<file path="src/rtl/arau_pkg.sv">
package arau_pkg;
  localparam int ADDR_W = 32;

  typedef enum logic [1:0] {
    MT_UC = 2'd0,
    MT_WC = 2'd1,
    MT_WT = 2'd2,
    MT_WB = 2'd3
  } mem_type_e;

  typedef struct packed {
    logic [19:0] base;   // address bits 31:12
    logic [3:0]  code;
    logic [7:0]  ctrl;
  } region_cfg_t;

  function automatic mem_type_e decode_ctrl(input logic [7:0] c, input logic wide);
    mem_type_e t;
    if (!wide) begin
      case (c)
        8'd1:    t = MT_UC;
        8'd8:    t = MT_WB;
        8'd9:    t = MT_WC;
        default: t = MT_WT;
      endcase
    end else begin
      case (c)
        8'd0:    t = MT_UC;
        8'd8:    t = MT_WC;
        8'd9:    t = MT_WB;
        default: t = MT_WT;
      endcase
    end
    return t;
  endfunction
endpackage

</file>
<file path="src/rtl/arau_cfg_port.sv">
module arau_cfg_port
  import arau_pkg::*;
#(
  parameter int NUM_REGIONS     = 8,
  parameter int REGION_BASE_IDX = 'hC4,
  parameter int CTRL_BASE_IDX   = 'hDC,
  parameter int CFG_CTRL_IDX    = 'hC3,
  parameter int MAP_EN_BIT      = 4
) (
  input  logic        clk_i,
  input  logic        rst_ni,
  input  logic        cfg_we_i,
  input  logic [7:0]  cfg_idx_i,
  input  logic [7:0]  cfg_wdata_i,
  output logic [7:0]  cfg_rdata_o,
  output logic        map_en_o,
  output region_cfg_t regions_o [NUM_REGIONS]
);
  localparam int NBYTES = NUM_REGIONS * 3;

  logic [7:0] rbyte_q [NBYTES];
  logic [7:0] ctrl_q  [NUM_REGIONS];
  logic [7:0] ccr_q;

  assign map_en_o = ccr_q[MAP_EN_BIT];

  always_ff @(posedge clk_i or negedge rst_ni) begin
    if (!rst_ni) begin
      ccr_q <= '0;
      for (int k = 0; k < NBYTES; k++) rbyte_q[k] <= '0;
      for (int k = 0; k < NUM_REGIONS; k++) ctrl_q[k] <= '0;
    end else if (cfg_we_i) begin
      if (cfg_idx_i == 8'(CFG_CTRL_IDX)) ccr_q <= cfg_wdata_i;
      if (map_en_o) begin
        for (int k = 0; k < NBYTES; k++)
          if (cfg_idx_i == 8'(REGION_BASE_IDX + k)) rbyte_q[k] <= cfg_wdata_i;
        for (int k = 0; k < NUM_REGIONS; k++)
          if (cfg_idx_i == 8'(CTRL_BASE_IDX + k)) ctrl_q[k] <= cfg_wdata_i;
      end
    end
  end

  always_comb begin
    cfg_rdata_o = 8'hFF;
    if (cfg_idx_i == 8'(CFG_CTRL_IDX)) cfg_rdata_o = ccr_q;
    if (map_en_o) begin
      for (int k = 0; k < NBYTES; k++)
        if (cfg_idx_i == 8'(REGION_BASE_IDX + k)) cfg_rdata_o = rbyte_q[k];
      for (int k = 0; k < NUM_REGIONS; k++)
        if (cfg_idx_i == 8'(CTRL_BASE_IDX + k)) cfg_rdata_o = ctrl_q[k];
    end
  end

  for (genvar n = 0; n < NUM_REGIONS; n++) begin : g_out
    assign regions_o[n].base = {rbyte_q[3*n], rbyte_q[3*n+1], rbyte_q[3*n+2][7:4]};
    assign regions_o[n].code = rbyte_q[3*n+2][3:0];
    assign regions_o[n].ctrl = ctrl_q[n];
  end
endmodule

</file>
<file path="src/rtl/arau_region_match.sv">
module arau_region_match
  import arau_pkg::*;
#(
  parameter bit WIDE     = 1'b0,
  parameter int UNIT_LOG = 12
) (
  input  logic [ADDR_W-1:0] addr_i,
  input  region_cfg_t       cfg_i,
  output logic              hit_o,
  output mem_type_e         type_o
);
  // size = 2^UNIT_LOG * 2^(code-1)
  localparam logic [5:0] SH_OFS = 6'(UNIT_LOG - 1);

  logic [5:0]        shift;
  logic [ADDR_W-1:0] mask;
  logic [ADDR_W-1:0] base_full;
  logic              enabled;

  assign enabled   = (cfg_i.code != 4'h0) && (cfg_i.code != 4'hF);
  assign shift     = SH_OFS + {2'b00, cfg_i.code};
  assign mask      = {ADDR_W{1'b1}} << shift;
  assign base_full = {cfg_i.base, 12'h000};
  assign hit_o     = enabled && (((addr_i ^ base_full) & mask) == '0);
  assign type_o    = decode_ctrl(cfg_i.ctrl, WIDE);
endmodule

</file>
<file path="src/rtl/arau_prio_sel.sv">
module arau_prio_sel
  import arau_pkg::*;
#(
  parameter int NUM_REGIONS = 8,
  localparam int HIT_W      = $clog2(NUM_REGIONS)
) (
  input  logic [NUM_REGIONS-1:0] hit_i,
  input  mem_type_e              type_i [NUM_REGIONS],
  output logic                   any_o,
  output logic [HIT_W-1:0]       idx_o,
  output mem_type_e              type_o
);
  always_comb begin
    any_o  = 1'b0;
    idx_o  = '0;
    type_o = MT_WB;
    for (int k = NUM_REGIONS - 1; k >= 0; k--) begin
      if (hit_i[k]) begin
        any_o  = 1'b1;
        idx_o  = HIT_W'(k);
        type_o = type_i[k];
      end
    end
  end
endmodule

</file>
<file path="src/rtl/addr_region_unit.sv">
module addr_region_unit
  import arau_pkg::*;
#(
  parameter int NUM_REGIONS     = 8,
  parameter int REGION_BASE_IDX = 'hC4,
  parameter int CTRL_BASE_IDX   = 'hDC,
  parameter int CFG_CTRL_IDX    = 'hC3,
  parameter int MAP_EN_BIT      = 4,
  parameter int NARROW_UNIT_LOG = 12,
  parameter int WIDE_UNIT_LOG   = 18,
  localparam int HIT_W          = $clog2(NUM_REGIONS)
) (
  input  logic              clk_i,
  input  logic              rst_ni,
  input  logic              cfg_we_i,
  input  logic [7:0]        cfg_idx_i,
  input  logic [7:0]        cfg_wdata_i,
  output logic [7:0]        cfg_rdata_o,
  input  logic [ADDR_W-1:0] addr_i,
  output logic [1:0]        mem_type_o,
  output logic              miss_o,
  output logic [HIT_W-1:0]  hit_idx_o
);
  region_cfg_t            regions [NUM_REGIONS];
  logic                   map_en;
  logic [NUM_REGIONS-1:0] hit;
  mem_type_e              rtype [NUM_REGIONS];
  logic                   any_hit;
  logic [HIT_W-1:0]       win_idx;
  mem_type_e              win_type;

  arau_cfg_port #(
    .NUM_REGIONS    (NUM_REGIONS),
    .REGION_BASE_IDX(REGION_BASE_IDX),
    .CTRL_BASE_IDX  (CTRL_BASE_IDX),
    .CFG_CTRL_IDX   (CFG_CTRL_IDX),
    .MAP_EN_BIT     (MAP_EN_BIT)
  ) u_cfg (
    .clk_i      (clk_i),
    .rst_ni     (rst_ni),
    .cfg_we_i   (cfg_we_i),
    .cfg_idx_i  (cfg_idx_i),
    .cfg_wdata_i(cfg_wdata_i),
    .cfg_rdata_o(cfg_rdata_o),
    .map_en_o   (map_en),
    .regions_o  (regions)
  );

  // last window uses the coarse unit and its own control encoding
  for (genvar n = 0; n < NUM_REGIONS; n++) begin : g_win
    if (n == NUM_REGIONS - 1) begin : g_wide
      arau_region_match #(.WIDE(1'b1), .UNIT_LOG(WIDE_UNIT_LOG)) u_match (
        .addr_i(addr_i), .cfg_i(regions[n]), .hit_o(hit[n]), .type_o(rtype[n])
      );
    end else begin : g_narrow
      arau_region_match #(.WIDE(1'b0), .UNIT_LOG(NARROW_UNIT_LOG)) u_match (
        .addr_i(addr_i), .cfg_i(regions[n]), .hit_o(hit[n]), .type_o(rtype[n])
      );
    end
  end

  arau_prio_sel #(.NUM_REGIONS(NUM_REGIONS)) u_sel (
    .hit_i (hit),
    .type_i(rtype),
    .any_o (any_hit),
    .idx_o (win_idx),
    .type_o(win_type)
  );

  always_ff @(posedge clk_i or negedge rst_ni) begin
    if (!rst_ni) begin
      mem_type_o <= MT_WB;
      miss_o     <= 1'b1;
      hit_idx_o  <= '0;
    end else begin
      mem_type_o <= win_type;
      miss_o     <= !any_hit;
      hit_idx_o  <= win_idx;
    end
  end
endmodule

</file>
<file path="config.mk">
export PLATFORM = sky130hd
export DESIGN_NAME = addr_region_unit
export DESIGN_NICKNAME = d
export VERILOG_FILES = /design/src/rtl/arau_pkg.sv /design/src/rtl/arau_cfg_port.sv /design/src/rtl/arau_region_match.sv /design/src/rtl/arau_prio_sel.sv /design/src/rtl/addr_region_unit.sv
export SDC_FILE = /design/constraint.sdc
export NUM_CORES = 1
export LEC_CHECK = 0
export ABC_CLOCK_PERIOD_IN_PS = 6700
export BUFFER_PORTS_ARGS = -buffer_cell sky130_fd_sc_hd__buf_2
export CORE_MARGIN = 1
export CORE_UTILIZATION = 31
export CTS_CLUSTER_SIZE = 12
export DETAILED_ROUTE_END_ITERATION = 10
export PLACE_DENSITY = 0.55
export SLEW_MARGIN = 20
export SYNTH_ARGS = -nofsm -noshare
export SYNTH_HDL_FRONTEND = slang
export SYNTH_HIERARCHICAL = 1
export SYNTH_SLANG_ARGS = --single-unit
</file>
<file path="constraint.sdc">
create_clock -name clk_i -period 6.7 [get_ports clk_i]
set_clock_uncertainty 0.1 [all_clocks]
set_input_delay 0 -clock clk_i [delete_from_list [all_inputs] [get_ports clk_i]]
set_output_delay 0 -clock clk_i [all_outputs]
set_load 0.05 [all_outputs]
</file>
==> flow_summary_export.csv, run 1 <==
group,metric,value,unit
routing,finalWirelength,84700,um
clock_tree,cts_setup_buffers,0,
logic_synthesis,synth-edff-count,0,
place,placed_area,20900,um^2
power,p_sw,0.00113,W
global_routing,grt_pass1_vias,17802,
power,power_frac_comb,11.1,%
floorplan,ioPinCount,65,
global_routing,grt_max_degree,131,
global_routing,grt_usage,25.3,%
worst_setup_path,crit_path_start_kind,"flop",
sta,min_period,4.02,ns
logic_synthesis,netlist.area_leader.share,33.4,%
worst_setup_path,path_max_fanout,14,
power,ir_drop,0.000160,V
logic_synthesis,async_reset_ff_share,100,%
logic_synthesis,syn_inst,2123,
routing,drc_errors,0,
logic_synthesis,synthesis.nets,2208,
sta,setup_tns,0,ns
place,gp_congestion,1.04,
floorplan,std_cell_rows,92,
worst_setup_path,crit_buf_inv,1,
clock_tree,clk_latency,0.57,ns
run_status,outcome,"finished clean",
sta,setup-violations-final,0,
sta,rsz0062_at_grt,"no",
routing,drtPass1Iterations,6,
worst_setup_path,path_class,"reg2reg",
logic_synthesis,avgSynthCellArea,9.42,um^2
sta,relSlewSlack,18.0,%
logic_synthesis,ys_ff_latch,270,
clock_tree,path_clk_slew,0.06,ns
power,share_seq_of_total_power,40.8,%
worst_setup_path,crit_required,7.09,ns
floorplan,die-area,65600,um^2
sta,hold_viol_final,0,
power,clockPowerShare,48.0,%
finish,antennaDiodeCount,0,
worst_setup_path,crit_chain,"inv_1 > ha_1 > xnor2_1 > a31oi_1 > o31ai_1 > and4b_1 > a31oi_1 > nor4_2 > or2_1 > a21oi_1 > a21oi_1 > o21ai_1",
logic_synthesis,synth_common_cells,"mux2_2, dfrtp_1, o21ai_0, nand2_1, a21oi_1",
run,drv_cap,0,
finish,areaGrowthSynthToFinish,10.6,%
finish,fillers,6509,
floorplan,dieHeight,256,um
worst_setup_path,cp_top_family,"simple AND/OR/NAND/NOR gates",
logic_synthesis,yosysMostFrequentCell,"mux2_2",
logic_synthesis,ys_warn_count,6,
worst_setup_path,reg2reg_setup_slack,2.68,ns
worst_setup_path,cp.arrival,4.41,ns
finish,drive_above_1_share,23.2,%
finish,nets,2204,
floorplan,core,63400,um^2
clock_tree,root_buffer,"clkbuf_16",
routing,drt_iter0_markers,2353,
routing,vias,18287,
routing,via_per_inst,6.11,
place,dp_hpwl,58300,um
worst_setup_path,rr_worst_depth,12,
sta,drv_slew,0,
global_routing,grt_remaining_overflow,0,
logic_synthesis,syn_area,20000,um^2
worst_setup_path,worst_path_largest_cell_delay,0.97,ns
finish,multiInputGateArea,12300,um^2
clock_tree,cts-resized-gates,0,
routing,wl_per_cell,28.3,um
global_routing,antenna_found_initial,3,
logic_synthesis,yosysSeqAreaShare,33.8,%
power,p_leak,9.27,nW
sta,max_freq,0.249,GHz
clock_tree,clockBufferDepth,3,
place,io_buffers,63,
clock_tree,htreeDepth,2,
logic_synthesis,ys.flop_type,"dfrtp_1",
worst_setup_path,end_kind,"flop",
logic_synthesis,synthTopCellsByArea,"dfrtp_1, mux2_2, o21ai_0",
floorplan,die_w,256,um
hold_path,hp-class,"in2reg",
finish,regArea,6760,um^2
power,internal_power,0.00290,W
clock_tree,cts_inserted_buffers,34,
logic_synthesis,synth_top_area_cell,"dfrtp_1",
routing,ant_nets,0,
sta,worst_pin_slew,1.23,ns
power,switching_share,28.0,%
logic_synthesis,yosysUniqueCellTypes,97,
clock_tree,cts_tree,"built",
global_routing,grt_pass1_wl,124000,um
worst_setup_path,crit_cells,12,
finish,final_area,22100,um^2
sta,fin_crit_sh,60.0,%
worst_setup_path,crit_slowest_cell,"nor4_2",
clock_tree,clkSinkCount,270,
hold_path,hold_depth,3,
floorplan,start_util,31.5,%
clock_tree,postCtsHoldBufs,4,
power,powerDensity,182,nW/um^2
worst register-to-register path, delay by kind of cell (launching register included):
kind	cells	cell delay [ns]
AOI/OAI and AO/OA	6	0.81
buffers and inverters	1	0.12
xor gates and xnor gates	1	0.45
and+or+nand+nor	3	1.52
adders and majority gates	1	0.39
DFF	1	0.57
worst paths after layout:
check	start	end
max	u_cfg/regions_o[136]$_DFFE_PN0P_	mem_type_o[1]$_DFF_PN1_
min	cfg_wdata_i[6]	u_cfg/regions_o[86]$_DFFE_PN0P_
max reg2reg	u_cfg/regions_o[136]$_DFFE_PN0P_	mem_type_o[1]$_DFF_PN1_
min reg2reg	u_cfg/regions_o[13]$_DFFE_PN0P_	u_cfg/regions_o[13]$_DFFE_PN0P_
max in group asynchronous	rst_ni	u_cfg/regions_o[121]$_DFFE_PN0P_
min in group asynchronous	rst_ni	u_cfg/regions_o[65]$_DFFE_PN0P_
power by group through the flow:
| stage | Sequential [W] | Combinational (W) | Clock, W |
|---|---|---|---|
| after global placement | 0.00168 | 0.000426 | 0 |
| after global routing | 0.00165 | 0.000468 | 0.00203 |
| final | 0.00165 | 0.000449 | 0.00194 |
| after detailed placement | 0.00168 | 0.000426 | 0 |
| after floorplan | 0.00167 | 0.000211 | 0 |
| after CTS | 0.00165 | 0.000431 | 0.00196 |
flip-flops by register name (all words and copies together) (netlist names):
register         count
u_cfg/ccr_q          8
miss_o               1
hit_idx_o            3
mem_type_o           2
u_cfg/regions_o    256
metal layers:
metal | track usage, % | wire length, um | vias up
li1 | - | - | 7873
met1 | 35.6 | 37200 | 9253
met2 | 37.9 | 36500 | 1001
met3 | 6.19 | 8510 | 158
met4 | 7.90 | 2490 | 2
met5 | 0 | 8 | -
stage by stage:
step	total power (W)	worst slack, ns	utilization [%]	cells	hold slack [ns]
after global routing	0.00414	2.37	34.9	2991	0.106
after CTS	0.00404	2.75	34.8	2989	0.0439
after global placement	0.00210	2.79	32.9	2923	-0.103
final	0.00403	2.68	34.9	2991	0.0928
after detailed placement	0.00210	2.76	32.9	2923	-0.0916
after floorplan	0.00188	3.74	-	2123	-0.396
cell type report:
type / instances / area share (%)
clock buffer: 47 / 4.29
clock inverter: 15 / 0.916
inverter: 69 / 1.17
multi-input combinational: 1654 / 55.6
sequential: 270 / 30.5
tap: 846 / 4.78
timing repair buffer: 90 / 2.66
cell families (layout without fill, tap and decap cells):
logic type,Yosys count,after routing,share of synthesized area [%]
xor+xnor,184,184,8.05
mux,294,294,16.5
compound gates,624,624,20.7
fa+ha+maj,41,41,2.48
flops,270,270,33.8
buf+inv,199,221,4.80
simple gates,511,511,13.7
cells in the final DEF, fill, tap and decap left out, types with 25 or more instances in the layout:
cell type,count
nand3_1,54
nand2b_1,36
nor2b_1,25
nor3_1,41
a211oi_1,26
o221ai_1,27
xor2_1,93
mux2_2,279
xnor2_1,91
nand2_1,123
inv_1,68
a31oi_1,51
dfrtp_1,267
o22ai_1,59
buf_2,60
a21oi_1,116
ha_1,34
clkbuf_16,34
nor2_1,101
o21ai_0,169
Note: power is estimated with default switching activity, not from simulation.
==> run 2: changes to the inputs <==
Settings changed: ABC_AREA set to 1, ABC_CLOCK_PERIOD_IN_PS 6700 to 3200, PLACE_DENSITY 0.55 to 0.56.
Clock period 6.7 ns to 3.2 ns, I/O delays scaled along.
==> flow_summary_export.csv, run 2 <==
group,metric,value,unit
global_routing,grt_max_degree,82,
logic_synthesis,ys_ff_latch,270,
worst_setup_path,r2r_end,"hit_idx_o[2]$_DFF_PN0_",
logic_synthesis,synth_top_area_cell,"dfrtp_1",
floorplan,core,60700,um^2
power,p_leak,10.8,nW
routing,drtPass1Iterations,7,
power,ir_drop,0.000361,V
place,placed_area,20400,um^2
sta,fin_crit_sh,111,%
logic_synthesis,syn_area,19200,um^2
finish,largest_reg_flops,256,
routing,via_per_inst,5.00,
worst_setup_path,worstSetupEndpoint,"cfg_rdata_o[2]",
floorplan,std_cell_rows,90,
worst_setup_path,end_kind,"primary output",
logic_synthesis,async_reset_ff_share,100,%
place,dp_hpwl,48000,um
finish,areaGrowthSynthToFinish,14.5,%
logic_synthesis,yosysSeqAreaShare,35.3,%
finish,drive_above_1_share,16.2,%
logic_synthesis,ys_warn_count,6,
clock_tree,cts_tree,"built",
routing,ant_nets,0,
worst_setup_path,timing.rr.start,"u_cfg/regions_o[169]$_DFFE_PN0P_",
worst_setup_path,crit_path_start_kind,"flop",
finish,final_common_cell,"nand2_1",
logic_synthesis,netlist.area_leader.share,34.9,%
logic_synthesis,synthAdderAreaFrac,2.22,%
global_routing,grt_remaining_overflow,0,
sta,worst_pin_slew,0.935,ns
routing,wl_per_cell,19.4,um
clock_tree,cts_inserted_buffers,35,
floorplan,start_util,31.6,%
logic_synthesis,synthSimpleGateAreaFrac,37.1,%
logic_synthesis,synth_top_family_by_area,"simple AND/OR/NAND/NOR gates",
logic_synthesis,yosysUniqueCellTypes,42,
worst_setup_path,path_class,"reg2out",
sta,layout_setup_ws,-0.345,ns
clock_tree,htreeDepth,2,
finish,nets,2895,
floorplan,die-area,62800,um^2
global_routing,grt_pass1_vias,16692,
place,dp.cells,3536,
sta,relSlewSlack,37.6,%
routing,drc_errors,0,
clock_tree,root_buffer,"clkbuf_16",
logic_synthesis,synthTopCellsByArea,"dfrtp_1, nand2_1, o21ai_0",
sta,hold_viol_final,0,
routing,vias,18048,
sta,min_period,3.54,ns
worst_setup_path,startpoint,"u_cfg/ccr_q[2]$_DFFE_PN0P_",
routing,drt_iter0_markers,1605,
logic_synthesis,avgSynthCellArea,7.02,um^2
sta,max_freq,0.282,GHz
run,drv_cap,0,
finish,final_area,21900,um^2
finish,finalNonFillerCells,3613,
floorplan,dieHeight,251,um
logic_synthesis,yosysMostFrequentCell,"nand2_1",
place,gp_congestion,0.927,
worst_setup_path,reg2reg_setup_slack,0.20,ns
worst_setup_path,crit_required,3.10,ns
routing,finalWirelength,70300,um
floorplan,ioPinCount,65,
hold_path,hp-class,"in2reg",
clock_tree,clockBufferDepth,3,
finish,antennaDiodeCount,0,
logic_synthesis,syn_inst,2727,
power,powerDensity,369,nW/um^2
global_routing,grt_pass1_wl,105000,um
logic_synthesis,ys.flop_type,"dfrtp_1",
sta,rsz0062_at_grt,"yes",
logic_synthesis,synthesis.nets,2812,
logic_synthesis,synth-compound-area-share,10.4,%
logic_synthesis,synth_xor_area_share,6.99,%
clock_tree,clk_latency,0.55,ns
run_status,violations,"setup timing",
logic_synthesis,synthMuxAreaShare,0,%
global_routing,grt_usage,22.2,%
sta,setup-violations-final,5,
worst_setup_path,path_max_fanout,2,
clock_tree,clkSinkCount,270,
clock_tree,path_clk_slew,0.05,ns
logic_synthesis,synth_common_cells,"nand2_1, o21ai_0, dfrtp_1, inv_1, nand3_1",
finish,mostFrequentLayoutCells,"nand2_1, o21ai_0, dfrtp_1",
global_routing,antenna_found_initial,4,
sta,setup_tns,-0.538,ns
logic_synthesis,synth-edff-count,0,
run_status,outcome,"finished with violations",
sta,hold_ws,0.0195,ns
worst_setup_path,rr_worst_depth,15,
place,io_buffers,60,
floorplan,die_w,251,um
sta,drv_slew,0,
worst_setup_path,cp.arrival,3.44,ns
-- run 2: cell count changes after synthesis, moves of 70 or more --
cell / delta
a21oi_1: -97
inv_1: +160
mux2_2: -279
nand2_1: +730
nand3_1: +155
nor2_1: +99
o21ai_0: +141
xnor2_1: -70
-- run 2: worst max-delay path, stage by stage, from the launching register on --
cell and delay [ns]:
dfrtp_1 0.37, inv_1 0.06, nand3_2 0.08, nand3_2 0.08
nand2_2 0.08, nand4_1 0.08, nand2_1 0.13, nand4_1 0.17
nor2_2 0.17, nand4_1 0.13, nor2_1 0.15, nand3_1 0.12
nand2_1 0.07, nand2_1 0.06, nand2_1 0.08, nand2_1 0.06
nand2_1 0.09, nand2_1 0.08, nand2_1 0.08, nand2_1 0.08
nand2_2 0.08, nand3_2 0.08, nand2_2 0.07, nand4_1 0.10
a21oi_2 0.18, buf_6 0.18
-- run 2: repair_timing --
| item | CTS | global route |
|---|---|---|
| hold buffers | 7 | 0 |
| setup endpoints to repair | 8 | 10 |
| pin swaps | 30 | 39 |
| resized for setup | 58 | 37 |
| buffers inserted | 9 | 3 |
| gates cloned | 0 | 0 |
| endpoints found under the hold margin | 298 | 0 |
-- run 2: metrics by stage --
stage	power, W	util (%)	setup slack [ns]
2_1_floorplan	0.00381	-	0.657
3_3_place_gp	0.00422	33.5	-0.0144
3_5_place_dp	0.00422	33.5	0.0170
4_1_cts	0.00816	35.9	-0.245
5_1_grt	0.00835	36.2	-0.372
6_report	0.00810	36.2	-0.345
-- run 2: per-layer routing --
layer | global-route usage [%] | vias to the layer above | share of wire (%)
met5 | 0 | - | 0.067
met4 | 7.43 | 8 | 3.4
met3 | 3.53 | 125 | 7.3
met2 | 35.5 | 638 | 45
met1 | 30.3 | 8434 | 44
li1 | - | 8843 | -
-- run 2: final cells by class --
type	instances	area, um^2
inverter	262	988
clock inverter	4	72.6
clock buffer	54	1020
multi-input combinational	2107	11100
timing repair buffer	134	1000
tap	782	978
fill	6405	38800
sequential	270	6760
-- run 2: worst min-delay path by stage --
stage	from	to	slack, ns	cells after the start
floorplan	rst_ni	hit_idx_o[0]$_DFF_PN0_	-0.40	0
global placement	rst_ni	u_cfg/regions_o[166]$_DFFE_PN0P_	-0.08	1
detailed placement	rst_ni	u_cfg/regions_o[198]$_DFFE_PN0P_	-0.09	1
CTS	cfg_wdata_i[1]	u_cfg/regions_o[121]$_DFFE_PN0P_	0.007	4
global route	cfg_wdata_i[1]	u_cfg/regions_o[105]$_DFFE_PN0P_	0.02	4
finish	cfg_wdata_i[1]	u_cfg/regions_o[105]$_DFFE_PN0P_	0.02	4
-- run 2: cell families (layout without fill, tap and decap cells) --
family,after synthesis,count (layout)
adders and majority gates,34,34
and+or+nand+nor,1536,1536
AOI/OAI and AO/OA,384,384
DFF,270,270
xor gates and xnor gates,153,153
buffers and inverters,350,454
-- run 2: power breakdown --
part           total, W  switching, W  internal (W)  leakage [nW]
Sequential      0.00344     0.0000118       0.00343          3.76
Combinational  0.000762      0.000557      0.000205          6.54
Clock           0.00389       0.00155       0.00234         0.526
Total           0.00810       0.00212       0.00597          10.8
